[src/rtl/pwm_pkg.sv]
package pwm_pkg;
  typedef enum logic [1:0] {
    MODE_OFF  = 2'd0,
    MODE_STD  = 2'd1,
    MODE_FAST = 2'd2,
    MODE_VAR  = 2'd3
  } pwm_mode_e;
endpackage

[src/rtl/pwm_cfg_regs.sv]
module pwm_cfg_regs
  import pwm_pkg::*;
#(
  parameter int DUTY_W = 8,
  parameter int PER_W  = 13
) (
  input  logic              clk,
  input  logic              rst,
  input  logic              mode_we,
  input  logic [1:0]        mode_wdata,
  input  logic              duty_we,
  input  logic [DUTY_W-1:0] duty_wdata,
  input  logic              period_we,
  input  logic [PER_W-1:0]  lo_wdata,
  input  logic [PER_W-1:0]  hi_wdata,
  output pwm_mode_e         mode_q,
  output logic [DUTY_W-1:0] duty_pend,
  output logic [PER_W-1:0]  lo_pend,
  output logic [PER_W-1:0]  hi_pend,
  output logic              restart
);
  // a mode write restarts the waveform in the same edge that loads the mode
  assign restart = mode_we;

  always_ff @(posedge clk) begin
    if (rst) begin
      mode_q    <= MODE_OFF;
      duty_pend <= '0;
      lo_pend   <= '0;
      hi_pend   <= '0;
    end else begin
      if (mode_we)   mode_q    <= pwm_mode_e'(mode_wdata);
      if (duty_we)   duty_pend <= duty_wdata;
      if (period_we) begin
        lo_pend <= lo_wdata;
        hi_pend <= hi_wdata;
      end
    end
  end


  cfg_reset_clear_chk: assert property (@(posedge clk)
    rst |=> (mode_q == MODE_OFF && duty_pend == '0 && lo_pend == '0 && hi_pend == '0));


  cfg_duty_hold_chk: assert property (@(posedge clk) disable iff (rst)
    !duty_we |=> $stable(duty_pend));
endmodule

[src/rtl/pwm_frame_core.sv]
module pwm_frame_core #(
  parameter int DUTY_W = 8
) (
  input  logic              clk,
  input  logic              rst,
  input  logic              restart,
  input  logic              en,
  input  logic              fast_sel,
  input  logic [DUTY_W-1:0] duty_pend,
  output logic              level
);
  localparam logic [DUTY_W-1:0] CNT_MAX = {DUTY_W{1'b1}};

  logic [DUTY_W-1:0] cnt;
  logic [DUTY_W-1:0] acc;
  logic [DUTY_W-1:0] duty_act;
  logic [DUTY_W:0]   acc_sum;
  logic              frame_end;

  assign acc_sum   = {1'b0, acc} + {1'b0, duty_act};
  assign frame_end = (cnt == CNT_MAX);

  always_ff @(posedge clk) begin
    if (rst) begin
      cnt      <= '0;
      acc      <= '0;
      duty_act <= '0;
    end else if (restart) begin
      cnt      <= '0;
      acc      <= '0;
      duty_act <= duty_pend;
    end else if (en) begin
      cnt <= cnt + 1'b1;
      acc <= acc_sum[DUTY_W-1:0];
      if (frame_end) duty_act <= duty_pend;
    end
  end

  always_comb begin
    if (fast_sel) begin
      level = (duty_act == CNT_MAX) ? 1'b1 : acc_sum[DUTY_W];
    end else begin
      level = (cnt < duty_act);
    end
  end


  frame_wrap_chk: assert property (@(posedge clk) disable iff (rst)
    (en && !restart && frame_end) |=> (cnt == '0));


  duty_boundary_chk: assert property (@(posedge clk) disable iff (rst)
    (!restart && !(en && frame_end)) |=> $stable(duty_act));


  fast_acc_zero_chk: assert property (@(posedge clk) disable iff (rst)
    (en && fast_sel && !restart && frame_end) |=> (acc == '0));


  fast_zero_low_chk: assert property (@(posedge clk) disable iff (rst)
    (fast_sel && duty_act == '0) |-> !level);
endmodule

[src/rtl/pwm_phase_core.sv]
module pwm_phase_core #(
  parameter int PER_W = 13
) (
  input  logic             clk,
  input  logic             rst,
  input  logic             restart,
  input  logic             en,
  input  logic [PER_W-1:0] lo_pend,
  input  logic [PER_W-1:0] hi_pend,
  output logic             level
);
  logic [PER_W-1:0] pc;
  logic [PER_W-1:0] lo_act;
  logic [PER_W-1:0] hi_act;
  logic [PER_W-1:0] limit;
  logic             phase_hi;
  logic             phase_end;

  assign limit     = phase_hi ? hi_act : lo_act;
  assign phase_end = (pc == limit);
  assign level     = phase_hi;

  always_ff @(posedge clk) begin
    if (rst) begin
      pc       <= '0;
      phase_hi <= 1'b0;
      lo_act   <= '0;
      hi_act   <= '0;
    end else if (restart) begin
      pc       <= '0;
      phase_hi <= 1'b0;
      lo_act   <= lo_pend;
      hi_act   <= hi_pend;
    end else if (en) begin
      if (phase_end) begin
        pc       <= '0;
        phase_hi <= !phase_hi;
        if (phase_hi) begin
          lo_act <= lo_pend;
          hi_act <= hi_pend;
        end
      end else begin
        pc <= pc + 1'b1;
      end
    end
  end


  phase_count_range_chk: assert property (@(posedge clk) disable iff (rst)
    (en && !restart) |-> (pc <= limit));


  period_hold_chk: assert property (@(posedge clk) disable iff (rst)
    (!restart && !(en && phase_hi && phase_end)) |=> ($stable(lo_act) && $stable(hi_act)));
endmodule

[src/rtl/multimode_pwm.sv]
module multimode_pwm
  import pwm_pkg::*;
#(
  parameter int DUTY_W = 8,
  parameter int PER_W  = 13
) (
  input  logic              clk,
  input  logic              rst,
  input  logic              mode_we,
  input  logic [1:0]        mode_wdata,
  input  logic              duty_we,
  input  logic [DUTY_W-1:0] duty_wdata,
  input  logic              period_we,
  input  logic [PER_W-1:0]  lo_wdata,
  input  logic [PER_W-1:0]  hi_wdata,
  output logic              pwm_out,
  output logic              idle
);
  pwm_mode_e         mode_q;
  logic [DUTY_W-1:0] duty_pend;
  logic [PER_W-1:0]  lo_pend;
  logic [PER_W-1:0]  hi_pend;
  logic              restart;
  logic              frame_en;
  logic              phase_en;
  logic              frame_level;
  logic              phase_level;
  logic              out_q;

  pwm_cfg_regs #(.DUTY_W(DUTY_W), .PER_W(PER_W)) u_cfg (
    .clk        (clk),
    .rst        (rst),
    .mode_we    (mode_we),
    .mode_wdata (mode_wdata),
    .duty_we    (duty_we),
    .duty_wdata (duty_wdata),
    .period_we  (period_we),
    .lo_wdata   (lo_wdata),
    .hi_wdata   (hi_wdata),
    .mode_q     (mode_q),
    .duty_pend  (duty_pend),
    .lo_pend    (lo_pend),
    .hi_pend    (hi_pend),
    .restart    (restart)
  );

  assign frame_en = (mode_q == MODE_STD) || (mode_q == MODE_FAST);
  assign phase_en = (mode_q == MODE_VAR);

  pwm_frame_core #(.DUTY_W(DUTY_W)) u_frame (
    .clk       (clk),
    .rst       (rst),
    .restart   (restart),
    .en        (frame_en),
    .fast_sel  (mode_q == MODE_FAST),
    .duty_pend (duty_pend),
    .level     (frame_level)
  );

  pwm_phase_core #(.PER_W(PER_W)) u_phase (
    .clk     (clk),
    .rst     (rst),
    .restart (restart),
    .en      (phase_en),
    .lo_pend (lo_pend),
    .hi_pend (hi_pend),
    .level   (phase_level)
  );

  always_ff @(posedge clk) begin
    if (rst || restart) begin
      out_q <= 1'b0;
    end else begin
      unique case (mode_q)
        MODE_STD, MODE_FAST: out_q <= frame_level;
        MODE_VAR:            out_q <= phase_level;
        default:             out_q <= 1'b0;
      endcase
    end
  end

  assign pwm_out = out_q;
  assign idle    = (mode_q == MODE_OFF);


  off_low_chk: assert property (@(posedge clk) disable iff (rst)
    idle |=> !pwm_out);


  restart_low_chk: assert property (@(posedge clk) disable iff (rst)
    mode_we |=> !pwm_out);


  reset_low_chk: assert property (@(posedge clk)
    rst |=> (!pwm_out && idle));
endmodule

[config.mk]
export PLATFORM = sky130hd
export DESIGN_NAME = multimode_pwm
export DESIGN_NICKNAME = d
export VERILOG_FILES = /design/src/rtl/pwm_pkg.sv /design/src/rtl/pwm_cfg_regs.sv /design/src/rtl/pwm_frame_core.sv /design/src/rtl/pwm_phase_core.sv /design/src/rtl/multimode_pwm.sv
export SDC_FILE = /design/constraint.sdc
export NUM_CORES = 1
export LEC_CHECK = 0
export BUFFER_PORTS_ARGS = -buffer_cell sky130_fd_sc_hd__buf_2
export CORE_MARGIN = 1
export CORE_UTILIZATION = 60
export DETAILED_ROUTE_END_ITERATION = 12
export PLACE_DENSITY = 0.8
export SETUP_SLACK_MARGIN = 0.3
export SLEW_MARGIN = 5
export SYNTH_ARGS = -nofsm -noshare
export SYNTH_HDL_FRONTEND = slang
export SYNTH_SLANG_ARGS = --single-unit
[constraint.sdc]
create_clock -name clk -period 5.83 [get_ports clk]
set_input_delay 0.8745 -clock clk [delete_from_list [all_inputs] [get_ports clk]]
set_output_delay 0.8745 -clock clk [all_outputs]
set_load 0.005 [all_outputs]
==> results list, run 1 <==
- Hold path startpoint: u_frame.acc[7]$_SDFFE_PP0N_
- Counting instances in the post-synthesis netlist gives the leading cell types as sky130_fd_sc_hd__nor2_1, sky130_fd_sc_hd__dfxtp_1, sky130_fd_sc_hd__mux2i_1.
- Sum of met2 wire segment lengths after detailed routing: between 3000 and 4000 um
* Resized cells post-CTS: 0
- Nature of the critical path startpoint: flip-flop
- Clock period minus worst slack: between 2000 and 3000 ps
- Status: completed
* Port Buf Inserts: 42
- Number of global-route vias before repair: roughly 3.1k
* Drt wl/cell: 13.70 um
- Fill cells in the final layout number around 600.
- Synth Area per Inst: 9.890 um2
* Fraction of the mapped netlist area in adder cells: 5.814%
- The worst path uses 51.18% of the clock period.
- The area growth from synthesis to layout is 7.591%.
* Post-synthesis share of cell area spent on xor and xnor gates: 6.568%
- Initial cell density of the core: 63.07%
* Worst IR drop on VDD: approximately 0.24 mV
- Aggregate negative setup slack: 0 ps
- In this run the remaining antenna-violating nets after routing total 0.
* RePlAce Congestion: ~0.89
- Area of the multi-input gates: between 2000 and 2500 um2
- Clock tree synthesis found a total of 101 sinks.
* Detailed Route WL: 8286 um
- For this run the aggregate overflow at the end of global routing stands at 0.
* Horizontal die dimension: ~90 um
* Synth area leaders: sky130_fd_sc_hd__dfxtp_1, sky130_fd_sc_hd__mux2i_1, sky130_fd_sc_hd__nor2_1, sky130_fd_sc_hd__ha_1, sky130_fd_sc_hd__xnor2_1
- Detailed placement ended at an HPWL of 5920 um.
- Compound-gate portion of the synthesized area: 4.818%
- Buffers inserted during clock tree synthesis total 9.
- Critical path type: flip-flop to flip-flop
- Most frequent cell after synthesis: sky130_fd_sc_hd__nor2_1
* Hold path depth: 2
- Reported leakage power: approximately 2.2 nW
* Final setup violation count: 0
- Met3 routed wirelength: around 260 um
* Unique cell type count in the Yosys netlist: 45
* Max-slew violation count: 0
* Number of synthesized register bits: approximately 100
- Capture instance of the worst register-to-register path: u_phase.lo_act[2]$_SDFFE_PP0P_
- Sequential area share after synthesis: between 40% and 50%
- First-pass DRT Iterations: 4
- In this run the number of H-tree levels came out at 3.
- The floorplan has 31 rows.
* Arrival time of data at the critical path endpoint: 3210 ps
- After clock tree synthesis, the clock-pin slew on the worst setup and hold paths is around 100 ps.
- In the synthesized netlist the dominant register cell turns out to be sky130_fd_sc_hd__dfxtp_1.
- In the routed design, unresolved DRC markers number 0.
* Hold-fix buffers, CTS: 0
* Combinational family with the most area after synthesis: multiplexers
- Highest routing layer actually used: met4
- Finished Core Util: 67.86%
- Die Height: about 90 um
* Total global routing track utilization: between 20% and 30%
* Max Cap Viol: 0
- The initial antenna violation count was 0.
- Dividing the detail-routed via count by the number of cells gives 5.388.
* Fraction of layout cells with a size suffix above 1: 13.04%
* Max-slew headroom: 18.45%
* Worst EP required: 6060 ps
- Clock latency of the later-clocked register in the worst-skew pair: 370 ps
- 0 antenna diodes ended up in the layout.
- In this run the post-CTS setup repair buffer count came out at 0.
- Syn nets: 532
- Maximum buffer depth of the clock tree: 2
- In this run the standard cell core region covers 7370 um2.
* Async S/R FF share, synth: 0%
- Vias post-DR: 3260
- Largest net degree at the start of global routing: 73
- Number of nets in the layout: 563
- The worst register-to-register path has a depth of 6.
- Summing all flip-flop and latch instances after layout gives roughly 2000 um2.
* Warnings from Yosys: 0
* EDFF count, synth: 0
- Hold Path End: u_frame.acc[7]$_SDFFE_PP0N_
- TritonCTS built the clock tree.
* Pre-CTS WS: 2872 ps
* Final number of hold-violating endpoints: 0
- Post-synthesis cell count: 470
- Post-route clock skew: 11.59 ps
* Crit path max fanout: 26
- In the post-route analysis, the smallest setup slack over all paths is 2846 ps.
- Power spread over the standard cell area amounts to between 200 and 300 nW/um2.
* Maximum clock frequency: about 0.34 GHz
* Share of synthesized cell area in and, or, nand and nor gates: roughly 15%
* Iteration-0 DRC count of the detailed router: between 150 and 200
- Post-synthesis mux area share: 19.17%
* Share of Yosys cell area claimed by the top area cell type: between 40% and 50%
- Category of the worst setup path capture point: flip-flop
- Number of placed I/O pins: 43
- The worst hold path belongs to the class flip-flop to flip-flop.
- Worst setup slack for register-to-register paths: 2850 ps
- Setup repair after global routing left no endpoint under its margin.
- Clock tree synthesis selected as its root buffer the cell sky130_fd_sc_hd__clkbuf_8.
- The first global-routing pass estimated 14220 um of wire.
* Cell area after technology mapping: 4648 um2
- Of all cell types, the one taking the most synthesized area is sky130_fd_sc_hd__dfxtp_1.
- Tightest Pin Transition: 1219 ps
- Routed length on met1: 4362 um
* Die footprint: 8103 um2
- The startpoint identified for the worst register-to-register timing path is u_phase.level$_SDFFE_PP0P_.
-- registers in the layout, indices dropped and copies added, names as in the netlist, 8 cells and up --
signal,count
u_cfg.hi_pend,13
u_phase.pc,13
u_frame.acc,8
u_phase.hi_act,13
u_cfg.duty_pend,8
u_frame.duty_act,8
u_cfg.lo_pend,13
u_frame.cnt,8
u_phase.lo_act,13
-- cell usage in the layout (no fill, tap or decap), types with 4 or more instances in the layout --
cell / Yosys / final
sky130_fd_sc_hd__xor2_1: 15 / 15
sky130_fd_sc_hd__ha_1: 20 / 20
sky130_fd_sc_hd__nand4_1: 12 / 12
sky130_fd_sc_hd__inv_1: 13 / 13
sky130_fd_sc_hd__nand2_1: 16 / 16
sky130_fd_sc_hd__a21o_1: 4 / 4
sky130_fd_sc_hd__buf_2: 2 / 42
sky130_fd_sc_hd__o21ai_0: 9 / 9
sky130_fd_sc_hd__mux2i_1: 89 / 89
sky130_fd_sc_hd__nor2_1: 103 / 103
sky130_fd_sc_hd__and3_1: 6 / 6
sky130_fd_sc_hd__a21oi_1: 9 / 9
sky130_fd_sc_hd__clkbuf_8: 0 / 9
sky130_fd_sc_hd__xnor2_1: 18 / 18
sky130_fd_sc_hd__dfxtp_1: 101 / 101
-- report_power, final --
part	switching (mW)	leakage, nW	internal, mW
clock network	0.264	0.100	0.167
logic	0.0612	1.26	0.0544
registers	0.0165	0.824	0.714
-- cells by family (layout without fill, tap and decap cells) --
logic type	count (synthesis)	after routing
AOI/OAI and AO/OA	35	35
xor gates and xnor gates	34	34
adders and majority gates	21	21
buffers and inverters	36	72
DFF	101	101
muxes	89	89
and+or+nand+nor	154	154
-- critical path, cell delays in order (launching register included) --
cell	delay [ps]
sky130_fd_sc_hd__dfxtp_1	840
sky130_fd_sc_hd__mux2i_1	330
sky130_fd_sc_hd__xor2_1	110
sky130_fd_sc_hd__nor3b_1	180
sky130_fd_sc_hd__a41oi_4	1000
sky130_fd_sc_hd__mux2i_1	310
sky130_fd_sc_hd__nor2_1	70
-- routing by layer --
layer	vias to the layer above	track usage, %
met2	47	31.55
met4	0	8.199
met1	1533	31.54
met3	10	3.553
met5	-	0
li1	1670	-
-- per-stage QoR --
stage	cells	cell area (um2)	power, mW	hold slack [ps]
after floorplan	470	4648	0.8345	448.7
after global placement	589	4807	0.8576	463.4
after detailed placement	589	4807	0.8622	465.0
after CTS	605	5001	1.287	479.7
after global routing	605	5001	1.331	522.2
final	605	5001	1.277	478.7
-- worst max path at each step --
| stage | from | end | slack, ps |
|---|---|---|---|
| 2_1_floorplan | period_we | u_cfg.lo_pend[10]$_SDFFE_PP0P_ | 3750 |
| 3_3_place_gp | u_phase.level$_SDFFE_PP0P_ | u_phase.hi_act[5]$_SDFFE_PP0P_ | 2980 |
| 3_5_place_dp | u_phase.level$_SDFFE_PP0P_ | u_phase.lo_act[2]$_SDFFE_PP0P_ | 2870 |
| 4_1_cts | u_phase.level$_SDFFE_PP0P_ | u_phase.lo_act[2]$_SDFFE_PP0P_ | 2850 |
| 5_1_grt | u_phase.level$_SDFFE_PP0P_ | u_phase.lo_act[3]$_SDFFE_PP0P_ | 2640 |
| 6_report | u_phase.level$_SDFFE_PP0P_ | u_phase.lo_act[2]$_SDFFE_PP0P_ | 2850 |
-- layout make-up --
| cell class | instances | area share (%) |
|---|---|---|
| clock buffers | 9 | 2.477 |
| clock inverters | 7 | 1.401 |
| inverters | 13 | 0.9757 |
| multi-input cells | 333 | 47.89 |
| flip-flops and latches | 101 | 40.43 |
| well taps | 99 | 2.477 |
| repair buffers | 43 | 4.353 |
(Power assumes the default switching activity.)
==> run 2, diff against run 1 <==
--- a/config.mk
+++ b/config.mk
@@ -7,9 +7,9 @@
 export LEC_CHECK = 0
 export BUFFER_PORTS_ARGS = -buffer_cell sky130_fd_sc_hd__buf_2
 export CORE_MARGIN = 1
-export CORE_UTILIZATION = 60
+export CORE_UTILIZATION = 59
 export DETAILED_ROUTE_END_ITERATION = 12
-export PLACE_DENSITY = 0.8
+export PLACE_DENSITY = 0.79
 export SETUP_SLACK_MARGIN = 0.3
 export SLEW_MARGIN = 5
 export SYNTH_ARGS = -nofsm -noshare
==> constraint.sdc (replaced) <==
create_clock -name clk -period 2.9 [get_ports clk]
set_input_delay 0.435 -clock clk [delete_from_list [all_inputs] [get_ports clk]]
set_output_delay 0.435 -clock clk [all_outputs]
set_load 0.005 [all_outputs]
==> run 2 against run 1 <==
Effect of this change:
- global-route usage up 0.62 points
- final cell count rose by 1.2%
- sequential share of layout area decreased by 0.22 points
- hold slack worse by 190 ps
- register-to-register slack lost 2200 ps
- non-clock buffer count up 4
- largest cell class unchanged
==> results list, run 2 (synthesis results as in run 1) <==
- Status: completed
- The worst register-to-register path ends at u_phase.hi_act[11]$_SDFFE_PP0P_.
- Maximum buffer depth of the clock tree: 2 (unchanged)
* Largest stage delay, worst path: 600 ps (-400 ps)
- Max-slew headroom: 37.04% (+19 points)
* Critical-path top delay cell: sky130_fd_sc_hd__dfxtp_2
- The worst-margin pin slew was 941.0 ps (-278.4 ps).
- The worst hold path cell count is 3 (+1).
* Mean number of vias per cell: 5.379 (-0.17%)
- Die Height: 90.76 um (+0.83%)
- Drt wl/cell: 14.06 um (+2.7%)
- Hold Path End: u_cfg.lo_pend[8]$_SDFFE_PP0P_
- Clock tree from TritonCTS: done
- RePlAce Congestion: 0.8347 (-5.8%)
* Nature of the critical path startpoint: flip-flop
* Hold path startpoint: lo_wdata[8]
* Worst EP required: 3120 ps (-2940 ps)
- The DRC marker count from the first detailed-route iteration came to 110 (-30%).
- Post-CTS setup buffer count: 0 (unchanged)
- The cts-stage hold buffer count came to 0 (unchanged).
* Floorplan row count: 32 (+3.2%)
* Number of global-route vias before repair: 3165 (+3.7%)
- Category of the worst setup path capture point: flip-flop
- The proportion of layout cells with a drive suffix above 1 is 13.92% (+0.88 points).
* Horizontal die dimension: 90.76 um (+0.83%)
- Number of standard cells in the final layout excluding fillers: 612 (+1.2%)
- The total die area was 8237 um2 (+1.7%).
- TritonCTS Buffers: 9 (unchanged)
* # H-tree levels: 3 (unchanged)
* Clock period minus worst slack: 2291 ps (-692.3 ps)
- Arrival time of data at the critical path endpoint: 2520 ps (-690 ps)
* Post-route clock skew: 10.37 ps (-1.220 ps)
- Final number of hold-violating endpoints: 0 (unchanged)
* Wire length of the first global-routing pass: 14730 um (+3.6%)
- Met3 routed wirelength: 251 um (-4.9%)
* Synthesis-to-finish area growth: 8.237%
* Max-slew violation count: 0 (unchanged)
- CTS placed an instance of sky130_fd_sc_hd__clkbuf_8 at the clock tree root.
- The detailed placement HPWL is 6186 um (+4.5%).
- Total global routing track utilization: 22.12% (+0.62 points)
- Setup repair after global routing missed its margin: false
* Count of antenna diodes in the layout: 0 (unchanged)
- Crit path max fanout: 16 (-38%)
- The remaining global-route overflow came to 0 (unchanged).
- Antenna violation net count after detailed routing: 0 (unchanged)
* Routed length on met1: 4375 um (+0.30%)
* Port Buf Inserts: 42 (unchanged)
- The remaining design rule violation count was 0 (unchanged).
- Vias post-DR: 3292 (+0.98%)
- Tightest Hold Check Type: primary input to flip-flop
- The total power consumption of the routed design was 2.564 mW (+100%).
* Finished Core Util: 65.45% (-2.4 points)
- The clock transition time at the flip-flop clock pins of the worst setup and hold paths was 110 ps (about the same).
* Worst reg2reg startpoint: u_phase.level$_SDFFE_PP0P_
* Reported leakage power: 2.190 nW (+0.33%)
- The part of the cycle the worst path needs came to 79.02% (+28 points).
- The total negative slack was 0 ps (unchanged).
* Core box area: 7687 um2 (+4.3%)
- The maximum vdd ir drop is 0.3760 mV (+58%).
- Pre-CTS WS: 389.4 ps (-2483 ps)
* Clock latency of the later-clocked register in the worst-skew pair: 370 ps (about the same)
- The CTS sink count came to 101 (unchanged).
- Number of nets in the layout: 567 (+0.71%)
- Maximum clock frequency: 0.4364 GHz (+30%)
* Placed cells: 596 (+1.2%)
- Cell type with the highest occurrence count on the critical path: sky130_fd_sc_hd__mux2i_1
- Number of antenna violations at the first check in global routing: 0 (unchanged)
* First-pass DRT Iterations: 4 (unchanged)
- Routed signal wires occupy layers up through met4.
- Sum of met2 wire segment lengths after detailed routing: 3813 um (+8.3%)
- Worst path cell trace: mux2i_1, xor2_1, nor3b_1, a41oi_4, buf_4, mux2i_1, nor2_1
- Initial cell density of the core: 60.47% (-2.6 points)
* Top library cells by usage in the layout, fill and taps aside: sky130_fd_sc_hd__nor2_1, sky130_fd_sc_hd__dfxtp_1, sky130_fd_sc_hd__mux2i_1, sky130_fd_sc_hd__buf_2, sky130_fd_sc_hd__ha_1
- The number of I/O pins was 43 (unchanged).
* Worst setup slack for register-to-register paths: 610 ps (-2240 ps)
- Largest net degree at the start of global routing: 71 (-2.7%)
- Commonest non-fill, non-tap cell in the layout: sky130_fd_sc_hd__nor2_1
* Total power per unit cell area: 509.7 nW/um2 (+100%)
- The total setup violations reported at the end of the flow came to 0 (unchanged).
- Max Cap Viol: 0 (unchanged)
- The critical path is of the flip-flop to flip-flop type.
- The slack of the critical path is 608.5 ps (-2238 ps).
- The total length of routed wires was 8607 um (+3.9%).
* Length in cells of the worst reg-to-reg path: 7 (+1)
==> run 2: layout make-up <==
| class | instances | area (um2) |
|---|---|---|
| Multi-Input combinational cell | 333 | 2395 |
| Clock buffer | 9 | 123.9 |
| Fill cell | 657 | 2656 |
| Inverter | 13 | 48.80 |
| Tap cell | 102 | 127.6 |
| Clock inverter | 7 | 65.06 |
| Timing Repair Buffer | 47 | 247.7 |
| Sequential cell | 101 | 2023 |
==> run 2: worst max path at each step <==
stage,start,to,slack (ps),cells after the start
detailed placement,u_phase.level$_SDFFE_PP0P_,u_phase.hi_act[11]$_SDFFE_PP0P_,390,7
global placement,u_phase.level$_SDFFE_PP0P_,u_phase.level$_SDFFE_PP0P_,460,6
CTS,u_phase.level$_SDFFE_PP0P_,u_phase.hi_act[2]$_SDFFE_PP0P_,350,7
floorplan,u_frame.duty_act[0]$_SDFFE_PP0P_,u_frame.acc[6]$_SDFFE_PP0N_,920,8
finish,u_phase.level$_SDFFE_PP0P_,u_phase.hi_act[11]$_SDFFE_PP0P_,610,7
global route,u_phase.level$_SDFFE_PP0P_,u_phase.hi_act[11]$_SDFFE_PP0P_,470,7
==> run 2: critical path, delay by kind of cell (launching register included) <==
family / cells / cell delay (ps)
xor gates and xnor gates: 1 / 210
muxes: 2 / 490
DFF: 1 / 600
buffers and inverters: 1 / 250
and+or+nand+nor: 2 / 450
AOI/OAI and AO/OA: 1 / 160
==> run 2: report_power, final <==
part / switching [mW] / internal [mW] / total (mW)
logic: 0.127 / 0.112 / 0.239
clock network: 0.524 / 0.333 / 0.857
registers: 0.0333 / 1.44 / 1.47
==> run 2: metal layers <==
layer | GRT usage [%] | vias up
met5 | 0 | -
met4 | 9.677 | 0
met3 | 4.293 | 17
met2 | 34.15 | 51
met1 | 30.01 | 1556
li1 | - | 1668
==> run 2: timing repair <==
action,CTS,global route
resized for setup,0,1
endpoints found under the setup margin,0,38
endpoints found under the hold margin,0,0
==> run 2: per-stage QoR <==
stage                     hold WS (ps)  instance area (um2)
after detailed placement         475.5                 4841
after global routing             291.7                 5031
after global placement           468.2                 4841
after floorplan                  448.7                 4648
final                            291.9                 5031
after CTS                        283.9                 5030
==> run 3, diff against run 2 <==
--- a/config.mk
+++ b/config.mk
@@ -7,9 +7,9 @@
 export LEC_CHECK = 0
 export BUFFER_PORTS_ARGS = -buffer_cell sky130_fd_sc_hd__buf_2
 export CORE_MARGIN = 1
-export CORE_UTILIZATION = 59
+export CORE_UTILIZATION = 53
 export DETAILED_ROUTE_END_ITERATION = 12
-export PLACE_DENSITY = 0.79
+export PLACE_DENSITY = 0.75
 export SETUP_SLACK_MARGIN = 0.3
 export SLEW_MARGIN = 5
 export SYNTH_ARGS = -nofsm -noshare
==> constraint.sdc (replaced) <==
create_clock -name clk -period 2 [get_ports clk]
set_input_delay 0.3 -clock clk [delete_from_list [all_inputs] [get_ports clk]]
set_output_delay 0.3 -clock clk [all_outputs]
set_load 0.005 [all_outputs]
==> run 3 against run 2 <==
Effect of this change:
- the flow now finishes with violations (negative setup slack)
- wire length increased by 15%
- clock skew grew 3.4 ps
- first-iteration DRC count up 42%
- critical path depth increased by 2
- global-route usage up 0.80 points
- critical path type unchanged
- highest routed layer unchanged
==> results list, run 3 (synthesis results as in run 1) <==
- Clock transition at the register clock pins on the worst setup and hold paths after CTS: 110 ps (about the same)
* Largest stage delay, worst path: 420 ps (-180 ps)
- The tree is rooted in a sky130_fd_sc_hd__clkbuf_8.
- The final reports fail on negative setup slack.
- Critical path type: flip-flop to flip-flop
- TritonCTS Sinks: 101 (unchanged)
- Max Cap Viol: 0 (unchanged)
- The required time of the critical path was 2250 ps (-870 ps).
- The largest net degree at the start of global routing came to 69 (-2.8%).
- Antenna violation net count after detailed routing: 0 (unchanged)
- Mean number of vias per cell: 5.445 (+1.2%)
- The remaining global-route overflow came to 0 (unchanged).
- Category of the worst setup path capture point: flip-flop
- The data arrival time of the worst path is 2340 ps (-180 ps).
- Setup repair after global routing could not meet its margin everywhere.
- Total global routing track utilization: 22.93% (+0.80 points)
- The final hold violation count is 0 (unchanged).
- The number of CTS-inserted buffers is 9 (unchanged).
- The wire length of the first global-routing pass was 16060 um (+9.0%).
* Worst path cell trace: buf_8, mux2i_2, xnor2_1, nor4_2, buf_4, a41oi_4, buf_12, mux2i_1, nor2_1
- Finished Core Util: 66.46% (+1.0 points)
- The maximum root-to-sink buffer count came to 2 (unchanged).
* Synthesis-to-finish area growth: 19.25%
* Tightest Pin Transition: 646.4 ps (-294.6 ps)
- The length in cells of the worst reg-to-reg path is 9 (+2).
- Reported leakage power: 2.430 nW (+11%)
- Number of placed I/O pins: 43 (unchanged)
- The final max-slew violation count is 0 (unchanged).
- Placed wire-length estimate: 6643 um (+7.4%)
- The logic depth of the worst path, buffers included came to 9 (+2).
* Final setup margin: -86.99 ps (-695.5 ps)
* RePlAce Congestion: 0.8291 (-0.67%)
- Leaving out fill and tap cells, the most frequent cell in the layout is sky130_fd_sc_hd__nor2_1.
- The final hold slack was 147.9 ps (-144.0 ps).
- Clock period minus worst slack: 2087 ps (-204.5 ps)
- The initial antenna violation count is 0 (unchanged).
- The remaining design rule violation count was 0 (unchanged).
- First-pass DRT Iterations: 4 (unchanged)
* Worst IR drop on VDD: 0.3986 mV (+6.0%)
- Die Height: 95.65 um (+5.4%)
- Initial cell density of the core: 55.73% (-4.7 points)
- Fraction of layout cells with a size suffix above 1: 25.09% (+11 points)
- Hold path depth: 3 (unchanged)
- The flop-to-flop setup slack came to -90 ps (-700 ps).
* Nature of the critical path startpoint: flip-flop
- Dominant delay contributor by cell family on the critical path: buffers and inverters
- The count of buffers inserted at the top-level ports was 42 (unchanged).
- The run finished, with violations left.
- Core box area: 8341 um2 (+8.5%)
- The total die area is 9149 um2 (+11%).
* Total power per unit cell area: 691.6 nW/um2 (+36%)
- Among all stages on the critical path, the largest delay is contributed by sky130_fd_sc_hd__dfxtp_4.
- The worst relative slew slack is 56.91% (+20 points).
* Hold-fix buffers, CTS: 0 (unchanged)
- The via total after detailed routing is 3523 (+7.0%).
* Tightest Hold Check Type: primary input to flip-flop
* Iteration-0 DRC count of the detailed router: 156 (+42%)
- The horizontal die dimension came to 95.65 um (+5.4%).
- Maximum clock frequency: 0.4792 GHz (+9.8%)
- Drt wl/cell: 15.25 um (+8.4%)
- Number of global-route vias before repair: 3421 (+8.1%)
* Crit path buf inv count: 3 (+2)
* Count of antenna diodes in the layout: 0 (unchanged)
- The standard-cell row count came to 33 (+3.1%).
- The total setup violations reported at the end of the flow was 21 (+21).
- Post-route clock skew: 13.79 ps (+3.415 ps)
- Clock tree from TritonCTS: done
- The part of the cycle the worst path needs came to 104.3% (+25 points).
* Crit path max fanout: 20 (+4)
- The H-tree depth is 3 (unchanged).
- The total length of routed wires was 9866 um (+15%).
* Top library cells by usage in the layout, fill and taps aside: sky130_fd_sc_hd__nor2_1, sky130_fd_sc_hd__dfxtp_1, sky130_fd_sc_hd__mux2i_1, sky130_fd_sc_hd__buf_2, sky130_fd_sc_hd__buf_4
* Clock latency of the later-clocked register in the worst-skew pair: 380 ps (about the same)
- Number of nets in the layout: 599 (+5.6%)
run 3: cell types whose count changed in the layout (fill, tap and decap cells not counted), moves of 4 or more:
cell                      before  now
sky130_fd_sc_hd__buf_4         5   28
sky130_fd_sc_hd__dfxtp_1     100   94
sky130_fd_sc_hd__o21ai_0       9    3
sky130_fd_sc_hd__o21ai_2       0    4
sky130_fd_sc_hd__mux2i_1      89   83
sky130_fd_sc_hd__buf_12        0    4
sky130_fd_sc_hd__mux2i_2       0    4
run 3: tightest hold or removal path, stage by stage:
cell,delay [ps]
sky130_fd_sc_hd__buf_2,70
sky130_fd_sc_hd__mux2i_1,50
sky130_fd_sc_hd__nor2_1,70
run 3: final cells by class:
| class | instances | area [um2] |
|---|---|---|
| Clock buffer | 10 | 127.6 |
| Multi-Input combinational cell | 333 | 2560 |
| Clock inverter | 6 | 60.06 |
| Inverter | 13 | 48.80 |
| Timing Repair Buffer | 79 | 576.8 |
| Sequential cell | 101 | 2038 |
| Fill cell | 645 | 2798 |
| Tap cell | 105 | 131.4 |
run 3: worst paths after layout:
path                               startpoint                        endpoint
setup / recovery   u_phase.level$_SDFFE_PP0P_  u_phase.hi_act[2]$_SDFFE_PP0P_
hold / removal                   lo_wdata[10]  u_cfg.lo_pend[10]$_SDFFE_PP0P_
setup reg to reg   u_phase.level$_SDFFE_PP0P_  u_phase.hi_act[2]$_SDFFE_PP0P_
hold reg to reg   u_frame.acc[7]$_SDFFE_PP0N_     u_frame.acc[7]$_SDFFE_PP0N_
run 3: repair_timing:
action                                  in CTS  in global routing
gates cloned                                 1                  0
gates resized for setup                     27                 17
endpoints found under the setup margin      52                 53
pin swaps                                   14                  8
buffers inserted                            14                  2
run 3: per-stage QoR:
stage	total power, mW	setup TNS [ps]	cell area (um2)	setup slack [ps]	cells
CTS	3.859	-370.9	5459	-65.30	645
floorplan	2.438	0	4688	128.5	470
global route	3.983	-4400	5543	-177.2	647
detailed placement	2.560	-4140	5029	-161.8	614
global placement	2.541	-2310	5029	-102.3	614
finish	3.833	-820.2	5543	-86.99	647
run 3: metal layers:
| metal | global-route usage, % | vias up | wire, um |
|---|---|---|---|
| li1 | - | 1729 | - |
| met1 | 30.28 | 1698 | 4681 |
| met2 | 37.02 | 73 | 4606 |
| met3 | 5.343 | 23 | 364 |
| met4 | 7.214 | 0 | 214 |
| met5 | 0 | - | 0 |
run 3: report_power, final:
part / total (mW) / internal [mW] / switching, mW
combinational: 0.445 / 0.230 / 0.214
clock: 1.26 / 0.493 / 0.767
sequential: 2.13 / 2.08 / 0.0505
